### config.mk
export PLATFORM = sky130hd
export DESIGN_NAME = uart_irq_prio
export DESIGN_NICKNAME = d
export VERILOG_FILES = /design/src/rtl/uip_pkg.sv /design/src/rtl/uip_event_latch.sv /design/src/rtl/uip_xoff_fsm.sv /design/src/rtl/uip_prio_enc.sv /design/src/rtl/uart_irq_prio.sv
export SDC_FILE = /design/constraint.sdc
export NUM_CORES = 1
export LEC_CHECK = 0
export ABC_AREA = 1
export CAP_MARGIN = 15
export CORE_UTILIZATION = 35
export DETAILED_ROUTE_END_ITERATION = 10
export PLACE_DENSITY = 0.76
export SYNTH_ARGS = -nofsm -noshare
export SYNTH_HDL_FRONTEND = slang
export SYNTH_SLANG_ARGS = --single-unit
### constraint.sdc
create_clock -name clk -period 1.5 [get_ports clk]
set_clock_uncertainty 0.1 [all_clocks]
set_input_delay 0.3 -clock clk [delete_from_list [all_inputs] [get_ports clk]]
set_output_delay 0.3 -clock clk [all_outputs]
set_load 0.05 [all_outputs]
### src/rtl/uip_pkg.sv
package uip_pkg;
    localparam int NSRC   = 7;
    localparam int CODE_W = 6;

    typedef enum logic [2:0] {
        S_LINE = 3'd0,
        S_RXTO = 3'd1,
        S_RHR  = 3'd2,
        S_THR  = 3'd3,
        S_MSR  = 3'd4,
        S_XOFF = 3'd5,
        S_FLOW = 3'd6
    } src_e;

    typedef enum logic [1:0] {
        XF_IDLE    = 2'd0,
        XF_XOFF    = 2'd1,
        XF_SPECIAL = 2'd2
    } xf_state_e;

    localparam logic [CODE_W-1:0] CODE_NONE = 6'b000001;

    function automatic logic [CODE_W-1:0] code_of(input int idx);
        logic [CODE_W-1:0] c;
        case (idx)
            0:       c = 6'b000110;
            1:       c = 6'b001100;
            2:       c = 6'b000100;
            3:       c = 6'b000010;
            4:       c = 6'b000000;
            5:       c = 6'b010000;
            6:       c = 6'b100000;
            default: c = CODE_NONE;
        endcase
        return c;
    endfunction
endpackage

### src/rtl/uip_event_latch.sv
module uip_event_latch #(
    parameter int W = 1
) (
    input  logic         clk,
    input  logic         rst_n,
    input  logic [W-1:0] set,
    input  logic         clr,
    output logic         pend
);
    logic [W-1:0] flag_q;

    always_ff @(posedge clk or negedge rst_n) begin
        if (!rst_n) flag_q <= '0;
        else        flag_q <= (flag_q & ~{W{clr}}) | set;
    end

    assign pend = |flag_q;

    // a set arriving with a clear still leaves the source pending
    assert_set_wins_R12: assert property (@(posedge clk) disable iff (!rst_n)
        (|set) |=> pend);
    // clear with no set empties the latch
    assert_clear_empties_R11: assert property (@(posedge clk) disable iff (!rst_n)
        (clr && !(|set)) |=> !pend);
endmodule

### src/rtl/uip_xoff_fsm.sv
module uip_xoff_fsm
    import uip_pkg::*;
(
    input  logic clk,
    input  logic rst_n,
    input  logic xoff_evt,
    input  logic special_evt,
    input  logic xon_evt,
    input  logic ack,
    output logic pend
);
    xf_state_e state_q, state_d;

    always_ff @(posedge clk or negedge rst_n) begin
        if (!rst_n) state_q <= XF_IDLE;
        else        state_q <= state_d;
    end

    always_comb begin
        state_d = state_q;
        unique case (state_q)
            XF_IDLE: begin
                if (xoff_evt)         state_d = XF_XOFF;
                else if (special_evt) state_d = XF_SPECIAL;
            end
            XF_XOFF: begin
                if (xon_evt && !xoff_evt) state_d = XF_IDLE;
            end
            XF_SPECIAL: begin
                if (xoff_evt)                 state_d = XF_XOFF;
                else if (ack && !special_evt) state_d = XF_IDLE;
            end
            default: state_d = XF_IDLE;
        endcase
    end

    always_comb begin
        pend = (state_q != XF_IDLE);
    end

    assert_xoff_holds_R8: assert property (@(posedge clk) disable iff (!rst_n)
        (state_q == XF_XOFF && !xon_evt) |=> (state_q == XF_XOFF));
    assert_special_ignores_xon_R9: assert property (@(posedge clk) disable iff (!rst_n)
        (state_q == XF_SPECIAL && !ack && !xoff_evt) |=> (state_q == XF_SPECIAL));
endmodule

### src/rtl/uip_prio_enc.sv
module uip_prio_enc
    import uip_pkg::*;
#(
    parameter int N = NSRC
) (
    input  logic [N-1:0]      req,
    output logic [CODE_W-1:0] code
);
    always_comb begin
        code = CODE_NONE;
        for (int i = N - 1; i >= 0; i--) begin
            if (req[i]) code = code_of(i);
        end
    end
endmodule

### src/rtl/uart_irq_prio.sv
module uart_irq_prio
    import uip_pkg::*;
#(
    parameter int DELTA_W = 4
) (
    input  logic               clk,
    input  logic               rst_n,
    input  logic [NSRC-1:0]    src_en,
    input  logic               line_err,
    input  logic               overrun_evt,
    input  logic               rx_timeout_evt,
    input  logic               rx_ready,
    input  logic               tx_low_evt,
    input  logic [DELTA_W-1:0] modem_delta,
    input  logic               xoff_evt,
    input  logic               special_evt,
    input  logic               xon_evt,
    input  logic               flow_drop_evt,
    input  logic               iir_rd,
    input  logic               thr_wr,
    input  logic               msr_rd,
    input  logic               lsr_rd,
    input  logic               rhr_rd,
    output logic [CODE_W-1:0]  iir_code,
    output logic               irq
);
    logic [NSRC-1:0] pend;
    logic [NSRC-1:0] masked;
    logic            ovr_pend;
    logic            ack_thr, ack_xf, ack_flow;

    assign ack_thr  = iir_rd && (iir_code == code_of(int'(S_THR)));
    assign ack_xf   = iir_rd && (iir_code == code_of(int'(S_XOFF)));
    assign ack_flow = iir_rd && (iir_code == code_of(int'(S_FLOW)));

    uip_event_latch #(.W(1)) u_ovr (
        .clk(clk), .rst_n(rst_n), .set(overrun_evt), .clr(lsr_rd), .pend(ovr_pend));
    uip_event_latch #(.W(1)) u_rxto (
        .clk(clk), .rst_n(rst_n), .set(rx_timeout_evt), .clr(rhr_rd), .pend(pend[S_RXTO]));
    uip_event_latch #(.W(1)) u_thr (
        .clk(clk), .rst_n(rst_n), .set(tx_low_evt), .clr(thr_wr || ack_thr), .pend(pend[S_THR]));
    uip_event_latch #(.W(DELTA_W)) u_msr (
        .clk(clk), .rst_n(rst_n), .set(modem_delta), .clr(msr_rd), .pend(pend[S_MSR]));
    uip_event_latch #(.W(1)) u_flow (
        .clk(clk), .rst_n(rst_n), .set(flow_drop_evt), .clr(ack_flow), .pend(pend[S_FLOW]));

    uip_xoff_fsm u_xf (
        .clk(clk), .rst_n(rst_n), .xoff_evt(xoff_evt), .special_evt(special_evt),
        .xon_evt(xon_evt), .ack(ack_xf), .pend(pend[S_XOFF]));

    assign pend[S_LINE] = line_err || ovr_pend;
    assign pend[S_RHR]  = rx_ready;

    assign masked = pend & src_en;

    uip_prio_enc #(.N(NSRC)) u_enc (.req(masked), .code(iir_code));

    assign irq = |masked;

    assert_pin_code_agree_R3: assert property (@(posedge clk) disable iff (!rst_n)
        irq == (iir_code != CODE_NONE));
    assert_polled_quiet_R3: assert property (@(posedge clk) disable iff (!rst_n)
        (src_en == '0) |-> !irq);
    assert_line_first_R2: assert property (@(posedge clk) disable iff (!rst_n)
        (line_err && src_en[S_LINE]) |-> (iir_code == 6'b000110));
    assert_code_legal_R1: assert property (@(posedge clk) disable iff (!rst_n)
        iir_code inside {6'b000001, 6'b000110, 6'b001100, 6'b000100,
                         6'b000010, 6'b000000, 6'b010000, 6'b100000});
    assert_modem_clear_R7: assert property (@(posedge clk) disable iff (!rst_n)
        (msr_rd && modem_delta == '0) |=> !pend[S_MSR]);
endmodule

==> out/results.tsv <==
metric	value	unit
netlist_instances	70	
core-area	1490	µm²
grt_setup_unrepaired	true	
numCtsBuffers	3	
slew_headroom	0.708	
antennaDiodeCount	0	
power_frac_comb	0.394	
drive_above_1_share	0.358	
floorplan.initialDensity	0.374	
io_pins	34	
synth_simple_gate_area_share	0.315	
fmax	555	MHz
setup_violations	7	
ratio_of_total_power_to_cell_area	788	nW/µm²
timing.reg2reg.setup_slack	120	ps
drc_errors	0	
r2r_end	u_xf.state_q[1]	
power_frac_seq	0.354	
clk_latency	260	ps
synth_compound_area_frac	0.128	
final_antenna_net_count	0	
combinational_family_with_the_most_area_after_synthesis	simple AND/OR/NAND/NOR gates	
postLayoutSetupSlackWorst	-301	ps
grt-ovfl-total	0	
critical_path.most_common_cell	nand2_4	
grt_use_total	0.163	
crit_path_max_incr_delay	380	ps
regToRegStartpoint	u_ovr.pend	
netSwitchingFraction	0.308	
hold_path_class	in2async	
power.ir.vdd_worst	0.820	mV
ctsHtreeMaxLevel	1	
first_global_vias	590	
sw_pwr	0.000285	W
cts.hold.buffers_added	0	
crit_path_start_kind	flip-flop	
place.port_buffers	33	
worst_r2r_path_depth	7	
power.internal	0.000641	W
clock_root_cell	clkbuf_4	
vias_per_cell	4.60	
drt_pass1_iterations	2	
clk_pin_slew	70	ps
critical_path_required	1100	ps
synthesis.yosys.warnings	0	
cp_cell_instances	nor2_1, nand2_1, nand2_2, nand2_4, nor2_4, nand2_4, clkinvlp_4, buf_12	
cap_viol_max_count	0	
area_growth_syn_to_layout	111	%
layout.nets	148	
filler_cell_count	98	
clock_power_share	0.252	
routed_wl	1.43	mm
synth.yosys.seq_area_share	0.449	
criticalPathCategory	reg2out	
post_synth_fa_ha_maj_area_fraction	0	
final-hold-violation-count	0	
tritoncts	built	
worst_path_max_delay_cell	dfrtp_1	
mappedNetlistArea	557	µm²
synth.net_count	97	
routabilityCongestion	0.689	
grt_start_max_net_pins	11	
synthMuxAreaShare	0	
count_of_distinct_cell_types_in_the_synthesized_netlist	17	
yosys_register_bits	10	
cts.sink_count	10	
grt_first_pass_wirelength	2.23	mm
status	finished with violations	
worst_setup_path_end_kind	primary output	
violations_in_the_final_reports	setup timing	
dieHeight	41.9	µm
die_x	41.9	µm
worstPathMaxFanout	2	
slew_violations	0	
timing.final.crit_period	1800	ps
route.detailed.wl_per_inst	10.5	µm
synth_xor_area_frac	0	
cp.arrival	1400	ps
syn_avg_cell_area	7.95	µm²
rows	14	
post-route-period-util	1.20	
first_iter_violations	5	
post-layout-total-power	0.000926	W
dieArea	1750	µm²
preCtsSetupSlack	-447	ps
vias	626	
ctsLongestPathBuffers	2	
cellLeakagePower	0.573	nW
max_slew.worst_pin.slew	436	ps
grt_antenna_before_repair	0	
## layer usage
layer  GRT usage  up-vias  part of all wire
met2       0.300       16              0.58
li1            -      319                 -
met1       0.190      289              0.38
met4      0.0710        0            0.0035
met3      0.0130        2             0.028
met5           0        -                 0
## flip-flops by register name, summed over array words and instances, names as in the netlist
signal,count
u_flow.pend,1
u_thr.pend,1
u_msr.flag_q,4
u_xf.state_q,2
u_rxto.pend,1
u_ovr.pend,1
## per-stage QoR
stage                      util  setup TNS [ps]  cells  instance area, µm²  hold slack (ps)
after floorplan               -            -127     70                 593            -95.6
after global placement    0.697           -2420    124                1040              355
final                     0.789           -1640    136                1170              248
after CTS                 0.766           -1790    136                1140              260
after global routing      0.789           -2180    136                1170              278
after detailed placement  0.697           -2730    124                1040              369
## critical path: cells and delay by family, from the launching register on
kind,cells,cell delay [ps]
and+or+nand+nor,6,560
DFF,1,380
buffers and inverters,2,210
## cells in the mapped netlist
library cell	count	area (µm²)
o21bai_1	6	45.0
nor2_1	4	15.0
nand3_1	3	15.0
nand4_1	1	6.26
inv_1	15	56.3
nand3b_1	1	7.51
nor2_2	1	6.26
nand2_1	19	71.3
nor2_4	1	11.3
o21ai_4	1	16.3
nand3_2	1	10.0
inv_2	1	3.75
o21ai_1	1	5.00
o21ai_0	1	5.00
nor3_1	3	15.0
nand3_4	1	17.5
dfrtp_1	10	250
## worst max path at each step
| stage | from | end | slack (ps) | cells after the start |
|---|---|---|---|---|
| 2_1_floorplan | u_ovr.pend | iir_code[0] | -90 | 5 |
| 3_3_place_gp | line_err | iir_code[0] | -400 | 7 |
| 3_5_place_dp | line_err | iir_code[0] | -450 | 7 |
| 4_1_cts | u_ovr.pend | iir_code[0] | -320 | 6 |
| 5_1_grt | u_msr.flag_q[2] | iir_code[0] | -420 | 8 |
| 6_report | u_msr.flag_q[2] | iir_code[0] | -300 | 8 |
## timing repair
action,4_1_cts,5_1_grt
gates resized for setup,10,10
setup buffers,8,2
endpoints found under the setup margin,7,8
pin swaps,9,11
## placed cells by master (no fill, tap or decap)
cell type / n
buf_4: 10
dlygate4sd2_1: 6
nor3_1: 2
nand2_1: 12
o21bai_1: 6
nand2_4: 2
nand3_4: 2
o21ai_2: 1
nor3_4: 1
clkbuf_8: 1
clkinvlp_4: 1
o21ai_0: 1
buf_6: 4
o21ai_4: 1
inv_1: 13
clkbuf_4: 3
nand3_1: 3
nor2_4: 3
clkdlybuf4s50_1: 20
buf_12: 6
nor2_2: 1
dfrtp_1: 10
nand4_1: 1
nand2_2: 5
inv_2: 2
nand3b_1: 1
nor2_1: 2
## final cells by class
cell class / count / area, µm² / share of cell area
Clock buffer: 4 / 36.3 / 0.0309
Inverter: 16 / 63.8 / 0.0543
Multi-Input combinational cell: 44 / 312 / 0.265
Sequential cell: 10 / 250 / 0.213
Tap cell: 16 / 20.0 / 0.0170
Timing Repair Buffer: 46 / 493 / 0.420
## cell families after synthesis
group,Yosys count
compound gates,9
flops,10
simple gates,35
buf+inv,16
## power groups by stage
stage	clock network (W)	registers (W)	logic [W]
floorplan	0	0.000335	0.000149
global placement	0	0.000329	0.000317
detailed placement	0	0.000332	0.000329
CTS	0.000242	0.000327	0.000348
global route	0.000256	0.000332	0.000391
finish	0.000233	0.000328	0.000365
(Power assumes the default switching activity.)
